$ cat config.mk
export PLATFORM = sky130hd
export DESIGN_NAME = fullscale_mute_monitor
export DESIGN_NICKNAME = d
export VERILOG_FILES = /design/src/rtl/fsm_mon_pkg.sv /design/src/rtl/run_detector.sv /design/src/rtl/zero_detector.sv /design/src/rtl/mute_policy.sv /design/src/rtl/fullscale_mute_monitor.sv
export SDC_FILE = /design/constraint.sdc
export NUM_CORES = 1
export LEC_CHECK = 0
export BUFFER_PORTS_ARGS = -buffer_cell sky130_fd_sc_hd__buf_2
export CELL_PAD_IN_SITES_DETAIL_PLACEMENT = 0
export CELL_PAD_IN_SITES_GLOBAL_PLACEMENT = 1
export CORE_ASPECT_RATIO = 1.5
export CORE_MARGIN = 3
export CORE_UTILIZATION = 44
export CTS_CLUSTER_DIAMETER = 40
export CTS_CLUSTER_SIZE = 25
export DETAILED_ROUTE_END_ITERATION = 6
export PLACE_DENSITY = 0.91
export SYNTH_ARGS = -nofsm -noshare
export SYNTH_HDL_FRONTEND = slang
export SYNTH_HIERARCHICAL = 1
export SYNTH_SLANG_ARGS = --single-unit
$ cat constraint.sdc
create_clock -name clk -period 4.3 [get_ports clk]
set_input_delay 0.645 -clock clk [delete_from_list [all_inputs] [get_ports clk]]
set_output_delay 0.645 -clock clk [all_outputs]
set_load 0.05 [all_outputs]
$ cat src/rtl/fsm_mon_pkg.sv
package fsm_mon_pkg;

  typedef struct packed {
    logic en;
    logic both;
    logic inv;
  } zero_cfg_t;

  // Pin levels from the per-channel silence states; bit 0 left, bit 1 right.
  function automatic logic [1:0] zero_levels(zero_cfg_t cfg, logic sil_l, logic sil_r);
    logic [1:0] act;
    if (!cfg.en)       act = 2'b00;
    else if (cfg.both) act = {2{sil_l & sil_r}};
    else               act = {sil_r, sil_l};
    return act ^ {2{cfg.inv}};
  endfunction

endpackage

$ cat src/rtl/run_detector.sv
module run_detector #(
  parameter int RUN_LEN = 256,
  localparam int CW = $clog2(RUN_LEN + 1)
) (
  input  logic clk,
  input  logic rst_n,
  input  logic stb,
  input  logic bit_in,
  output logic full
);
  logic [CW-1:0] cnt_q;
  logic          last_q;

  function automatic logic [CW-1:0] next_cnt(logic [CW-1:0] c, logic same);
    if (!same)                     return CW'(1);
    else if (c >= CW'(RUN_LEN))    return c;
    else                           return c + CW'(1);
  endfunction

  always_ff @(posedge clk) begin
    if (!rst_n) begin
      cnt_q  <= '0;
      last_q <= 1'b0;
    end else if (stb) begin
      cnt_q  <= next_cnt(cnt_q, (bit_in == last_q) && (cnt_q != '0));
      last_q <= bit_in;
    end
  end

  assign full = (cnt_q >= CW'(RUN_LEN));
endmodule

$ cat src/rtl/zero_detector.sv
module zero_detector #(
  parameter int SAMPLE_W = 24,
  parameter int ZERO_LEN = 8192,
  localparam int CW = $clog2(ZERO_LEN + 1)
) (
  input  logic                clk,
  input  logic                rst_n,
  input  logic                stb,
  input  logic [SAMPLE_W-1:0] sample,
  output logic                silent
);
  logic [CW-1:0] cnt_q;

  function automatic logic [CW-1:0] next_cnt(logic [CW-1:0] c, logic is_zero);
    if (!is_zero)                  return '0;
    else if (c >= CW'(ZERO_LEN))   return c;
    else                           return c + CW'(1);
  endfunction

  always_ff @(posedge clk) begin
    if (!rst_n)   cnt_q <= '0;
    else if (stb) cnt_q <= next_cnt(cnt_q, sample == '0);
  end

  assign silent = (cnt_q >= CW'(ZERO_LEN));
endmodule

$ cat src/rtl/mute_policy.sv
module mute_policy (
  input  logic clk,
  input  logic rst_n,
  input  logic enable,
  input  logic hold,
  input  logic release_pulse,
  input  logic any_full,
  output logic mute
);
  logic mute_q;

  always_ff @(posedge clk) begin
    if (!rst_n)                              mute_q <= 1'b0;
    else if (!enable)                        mute_q <= 1'b0;
    else if (any_full)                       mute_q <= 1'b1;
    else if (mute_q && (!hold || release_pulse)) mute_q <= 1'b0;
  end

  assign mute = mute_q;
endmodule

$ cat src/rtl/fullscale_mute_monitor.sv
module fullscale_mute_monitor
  import fsm_mon_pkg::*;
#(
  parameter int SAMPLE_W = 24,
  parameter int RUN_LEN  = 256,
  parameter int ZERO_LEN = 8192
) (
  input  logic                clk,
  input  logic                rst_n,
  input  logic                dsd_stb,
  input  logic                dsd_left,
  input  logic                dsd_right,
  input  logic                pcm_stb,
  input  logic [SAMPLE_W-1:0] pcm_left,
  input  logic [SAMPLE_W-1:0] pcm_right,
  input  logic                cfg_mute_en,
  input  logic                cfg_hold,
  input  logic                sw_release,
  input  logic                cfg_zero_en,
  input  logic                cfg_zero_and,
  input  logic                cfg_zero_inv,
  output logic                mute_req,
  output logic                full_left,
  output logic                full_right,
  output logic [1:0]          zero_pin
);
  localparam int NCH = 2;

  logic [NCH-1:0]          dsd_bits;
  logic [NCH-1:0]          full_vec;
  logic [NCH-1:0]          silent_vec;
  logic [SAMPLE_W-1:0]     pcm_arr [NCH];
  logic                    any_full;
  zero_cfg_t               zcfg;

  assign dsd_bits   = {dsd_right, dsd_left};
  assign pcm_arr[0] = pcm_left;
  assign pcm_arr[1] = pcm_right;

  for (genvar ch = 0; ch < NCH; ch++) begin : g_chan
    run_detector #(.RUN_LEN(RUN_LEN)) u_run (
      .clk    (clk),
      .rst_n  (rst_n),
      .stb    (dsd_stb),
      .bit_in (dsd_bits[ch]),
      .full   (full_vec[ch])
    );
    zero_detector #(.SAMPLE_W(SAMPLE_W), .ZERO_LEN(ZERO_LEN)) u_zero (
      .clk    (clk),
      .rst_n  (rst_n),
      .stb    (pcm_stb),
      .sample (pcm_arr[ch]),
      .silent (silent_vec[ch])
    );
  end

  assign any_full = |full_vec;

  mute_policy u_policy (
    .clk           (clk),
    .rst_n         (rst_n),
    .enable        (cfg_mute_en),
    .hold          (cfg_hold),
    .release_pulse (sw_release),
    .any_full      (any_full),
    .mute          (mute_req)
  );

  assign zcfg       = '{en: cfg_zero_en, both: cfg_zero_and, inv: cfg_zero_inv};
  assign zero_pin   = zero_levels(zcfg, silent_vec[0], silent_vec[1]);
  assign full_left  = full_vec[0];
  assign full_right = full_vec[1];
endmodule

== After elaboration in Yosys (flattened, before gate mapping) ==
Index checks and enable logic that the tools add are counted.

* Flip-flop bits (word level): 49
* Input port bits: 60
* Output and inout bits: 5
* Word-level logic and storage cells: 51

* Add/subtract/negate cells: 4
* $lt $le $gt $ge: 4
* Equal/unequal tests: 6
* Muxes and demuxes: 12
* Bitwise gates (word level): 2
* Reduce and logical (&&, ||, !) cells: 16

{| class="wikitable"
|+ Operators by type and width
! cell !! number
|-
| 14-bit two-way mux || 4
|-
| 24-bit zero test || 2
|-
| 9-bit two-way mux || 4
|-
| 14-bit by 1-bit adder with 14-bit output (second input constant) || 2
|-
| 14-bit greater-or-equal comparator (second input constant) || 2
|-
| 9-bit by 1-bit adder with 9-bit output (second input constant) || 2
|-
| 9-bit greater-or-equal comparator (second input constant) || 2
|-
| 9-bit nonzero test || 2
|-
| 2-bit AND reduction || 5
|-
| 2-bit inequality test (second input constant) || 4
|-
| 2-bit two-way mux || 2
|-
| 1-bit logical AND || 3
|-
| 1-bit == test || 2
|-
| 1-bit two-way mux || 2
|-
| 2-bit nonzero test || 1
|-
| 2-bit OR reduction || 1
|-
| 2-bit bitwise XOR || 1
|-
| 1-bit AND || 1
|-
| 1-bit zero test || 1
|-
| 1-bit logical OR || 1
|}

== Longest topological paths before layout ==
* Depth after elaboration: 5
* Depth in mapped cells: 6
* Gate-level depth less buffers: 5

== Hierarchy ==
The synthesis kept the hierarchy.

{| class="wikitable"
|+ By module, submodules not included
! module !! times used !! cells each !! area each (µm²) !! seq. area each (µm²)
|-
| zero_detector || 2 || 132 || 1006.0 || 280.3
|-
| run_detector || 2 || 60 || 538.0 || 200.2
|-
| fullscale_mute_monitor || 1 || 6 || 52.6 || 0.0
|-
| mute_policy || 1 || 3 || 38.8 || 20.0
|}

== Worst setup path after synthesis ==
No wires, ideal clock.

* Kind: reg2out
* Start point: register g_chan[0].u_zero.cnt_q[13]
* End point: output zero_pin[1]
* Data arrival time: 1692 ps
* Required time: 3655 ps
* Slack: 1963 ps
* Cell stages (with the launch flop): 5
* Path buffers: 2
* Path through: dfxtp_1 > clkbuf_1 > clkbuf_1 > o211ai_2 > xnor2_1

* Cells in the longest elaborated chain, start to end: 5

{| class="wikitable"
|+ RTL lines
! element !! RTL line !! source
|-
| from (decl) || zero_detector.sv:12 || <nowiki>logic [CW-1:0] cnt_q;</nowiki>
|-
| from (signal assigned) || zero_detector.sv:22 || <nowiki>else if (stb) cnt_q <= next_cnt(cnt_q, sample == '0);</nowiki>
|-
| 14-bit greater-or-equal comparator || zero_detector.sv:25 || <nowiki>assign silent = (cnt_q >= CW'(ZERO_LEN));</nowiki>
|-
| named net silent_vec[0] || fullscale_mute_monitor.sv:31 || <nowiki>logic [NCH-1:0] silent_vec;</nowiki>
|-
| 1-bit AND || fsm_mon_pkg.sv:13 || <nowiki>else if (cfg.both) act = {2{sil_l & sil_r}};</nowiki>
|-
| 2-bit two-way mux || fsm_mon_pkg.sv:13 ||
|-
| 2-bit two-way mux || fsm_mon_pkg.sv:12 || <nowiki>if (!cfg.en) act = 2'b00;</nowiki>
|-
| 2-bit bitwise XOR || fsm_mon_pkg.sv:15 || <nowiki>return act ^ {2{cfg.inv}};</nowiki>
|-
| to (decl) || fullscale_mute_monitor.sv:25 || <nowiki>output logic [1:0] zero_pin</nowiki>
|}

The timed path passes the listed nets, and every way through them passes these cells.

== Final worst setup path ==
* Start point: register g_chan[1].u_zero.cnt_q[13]
* End point: output zero_pin[1]

* Cells in the longest elaborated chain, start to end: 5

{| class="wikitable"
|+ RTL lines
! element !! RTL line
|-
| from (decl) || zero_detector.sv:12
|-
| from (signal assigned) || zero_detector.sv:22
|-
| 14-bit greater-or-equal comparator (*) || zero_detector.sv:25
|-
| 1-bit AND || fsm_mon_pkg.sv:13
|-
| 2-bit two-way mux (*) || fsm_mon_pkg.sv:13
|-
| 2-bit two-way mux (*) || fsm_mon_pkg.sv:12
|-
| 2-bit bitwise XOR (*) || fsm_mon_pkg.sv:15
|}

Mark *: on every way between the ends. The rest lies on a longest branch, timed or not.

==> results.toml <==
[routing]
drt-total-wl_um = 7558
via_count = 3108
post-route-drc-count = 0
wl_per_cell_um = 14.51
firstDrtPassIters = 4
drtAntennaViolNets = 0
first_iter_violations = 220
routed_via_density = 5.965

[die]
die_y_um = 110.1
core_um2 = 6944
rows = 37
initial_core_util = 0.4578
ios = 65
die_w_um = 75.41
die_area_um2 = 8303

[clocking]
clk_latency_ps = 310
cts_buffer_depth = 2
clock_sinks = 49
htree_levels = 2
postCtsSetupBuffers = 0
cts_tree = "yes"
cts.clk_slew.worst_paths_ps = 100
cts_buffers = 5
cts-hold-fix-buffers = 0
cts-root-buf = "clkbuf_8"
cts.repair.resized = 0

[grt]
grt_start_max_net_pins = 40
grt_pass1_vias = 2928
grt_pass1_wl_um = 12440
overflow = 0
antenna_found_initial = 0
grt_usage = 0.1880

[timing]
finalCriticalPeriod_ps = 2232
setup_viol = 0
clock.fmax_mhz = 448.0
tightest_slew_ps = 716.2
fin_skew_ps = 6.093
tns_ps = 0
post-route-period-util = 0.5191
max-slew-margin-rel = 0.5211
drv_slew = 0
rsz0062_at_grt = "false"
setup_slack_ps = 2068
hold_viol_final = 0

[logic_synthesis]
synth_mux_area_frac = 0.006297
synth_ff_type = "dfxtp_1"
synth_cells = 393
synth_cell_types = 53
synth_edf_count = 0
yosysSeqAreaShare = 0.3085
synth_fp_nets = 461
synth-seq-cells = 49
synthMostInstantiatedCell = "nand2_1"
synth.area.top_cells = "dfxtp_1 31%, nand2_1 5.9%, nor4_1 5.1%"
synth-xor-area-share = 0.05431
yosysTopAreaCell = "dfxtp_1"
synth_top_cell_area_share = 0.3085
synth_top_family_by_area = "simple AND/OR/NAND/NOR gates"
synth-adder-area-share = 0.03148
avgSynthCellArea_um2 = 8.090
syn_area_um2 = 3179
synthArstFlopShare = 0
synthSimpleGateAreaFrac = 0.3188
ys_warn_count = 6
synth_compound_area_frac = 0.2259
synth_common_cells = "50 x nand2_1, 49 x dfxtp_1, 26 x nor4_1, 20 x nor2_1, 19 x inv_1"

[placed_design]
placed_area_um2 = 3502
post-dp-hpwl_um = 5398
port_buffers = 64
dp_slack_ps = 1831
gp_congestion = 0.7735

[critical_path]
critical_path_class = "register to output port"
end_kind = "output port"
critPathRequiredTime_ps = 3650
endpoint = "zero_pin[1]"
worstPathMaxFanout = 17
rrSetupSlack_ps = 2350
cp-start-kind = "register"
startpoint = "g_chan[1].u_zero/cnt_q[13]"
ff2ff_path_depth = 4
r2r_start = "g_chan[0].u_zero/cnt_q[13]"
cp.arrival_ps = 1590
timing.rr.end = "g_chan[0].u_zero/cnt_q[11]"

[outcome]
outcome = "complete, no violations"

[power]
ir_drop_uv = 116.6
p_per_area_nw_per_um2 = 246.7
power_leakage_nw = 1.216
finalPower_mw = 0.8928

[final_layout]
n_antenna_cell = 0
final_cell_area_um2 = 3618
fin_nets = 510
drive_gt1_frac = 0.2054
area_delta_synth_final_pct = 13.81

[hold_path]
hold_path.class = "register to register"

[flow_run]
maxCapViolCount = 0
[state kept, by name, indices dropped and copies added, names as in the netlist]
signal and cells:
u_policy/mute 1, g_chan.u_run/last_q 2, g_chan.u_run/cnt_q 18, g_chan.u_zero/cnt_q 28
[metrics by stage]
stage	instances	hold WS, ps	util
2_1_floorplan	393	464.8	-
3_3_place_gp	513	483.7	0.5043
3_5_place_dp	513	492.7	0.5043
4_1_cts	521	509.8	0.5211
5_1_grt	521	524.8	0.5211
6_report	521	509.2	0.5211
[routing by layer]
| metal | global-route usage | routed length, um |
|---|---|---|
| met3 | 0.03811 | 286 |
| met4 | 0.07000 | 110 |
| met5 | 0 | 0 |
| met2 | 0.3511 | 3900 |
| met1 | 0.2008 | 3260 |
[worst min path at each step]
stage,start,to,depth (start not counted)
2_1_floorplan,g_chan[0].u_run/cnt_q[0],g_chan[0].u_run/cnt_q[0],1
4_1_cts,g_chan[1].u_run/cnt_q[1],g_chan[1].u_run/cnt_q[1],2
3_3_place_gp,g_chan[1].u_run/cnt_q[0],g_chan[1].u_run/cnt_q[0],1
3_5_place_dp,g_chan[1].u_run/cnt_q[1],g_chan[1].u_run/cnt_q[1],2
6_report,g_chan[0].u_run/cnt_q[1],g_chan[0].u_run/cnt_q[1],2
5_1_grt,cfg_mute_en,u_policy/mute,2
[worst max-delay path, stage by stage (launching register included)]
cell	delay, ps
dfxtp_1	680
o211ai_2	160
xnor2_1	160
buf_2	280
[cells by family (layout without fill, tap and decap cells)]
kind of cell | count (synthesis) | count (layout)
simple gates | 182 | 182
compound gates | 91 | 91
flops | 49 | 49
buf+inv | 43 | 93
xor+xnor | 18 | 18
fa+ha+maj | 8 | 8
mux | 2 | 2
[cell usage in the layout, fill, tap and decap left out, drive strengths merged, types with 3 or more instances in the layout]
| master | n |
|---|---|
| o31ai | 6 |
| xnor2 | 16 |
| dfxtp | 49 |
| ha | 8 |
| o41ai | 4 |
| or4 | 10 |
| nor2b | 6 |
| nor2 | 22 |
| o21ai | 12 |
| nand2 | 50 |
| nor3 | 6 |
| a21oi | 18 |
| a211o | 10 |
| nand4b | 8 |
| nand4 | 20 |
| o211a | 3 |
| inv | 21 |
| or3 | 8 |
| a211oi | 10 |
| o21a | 6 |
| nand3 | 8 |
| nand2b | 6 |
| buf | 64 |
| clkbuf | 5 |
| nor4 | 26 |
[power by group]
group / switching, mW / internal, mW / leakage, nW
logic: 0.0480 / 0.0330 / 0.761
registers: 0.00374 / 0.456 / 0.396
clock network: 0.174 / 0.178 / 0.0591
total: 0.226 / 0.667 / 1.22
[area by class of cell]
class | instances | area (um^2)
well taps | 78 | 97.59
clock buffers | 5 | 68.82
inverters | 21 | 78.83
flip-flops and latches | 49 | 980.9
repair buffers | 64 | 320.3
clock inverters | 3 | 47.55
multi-input cells | 301 | 2024
fillers | 674 | 3326
(Power assumes the default switching activity.)
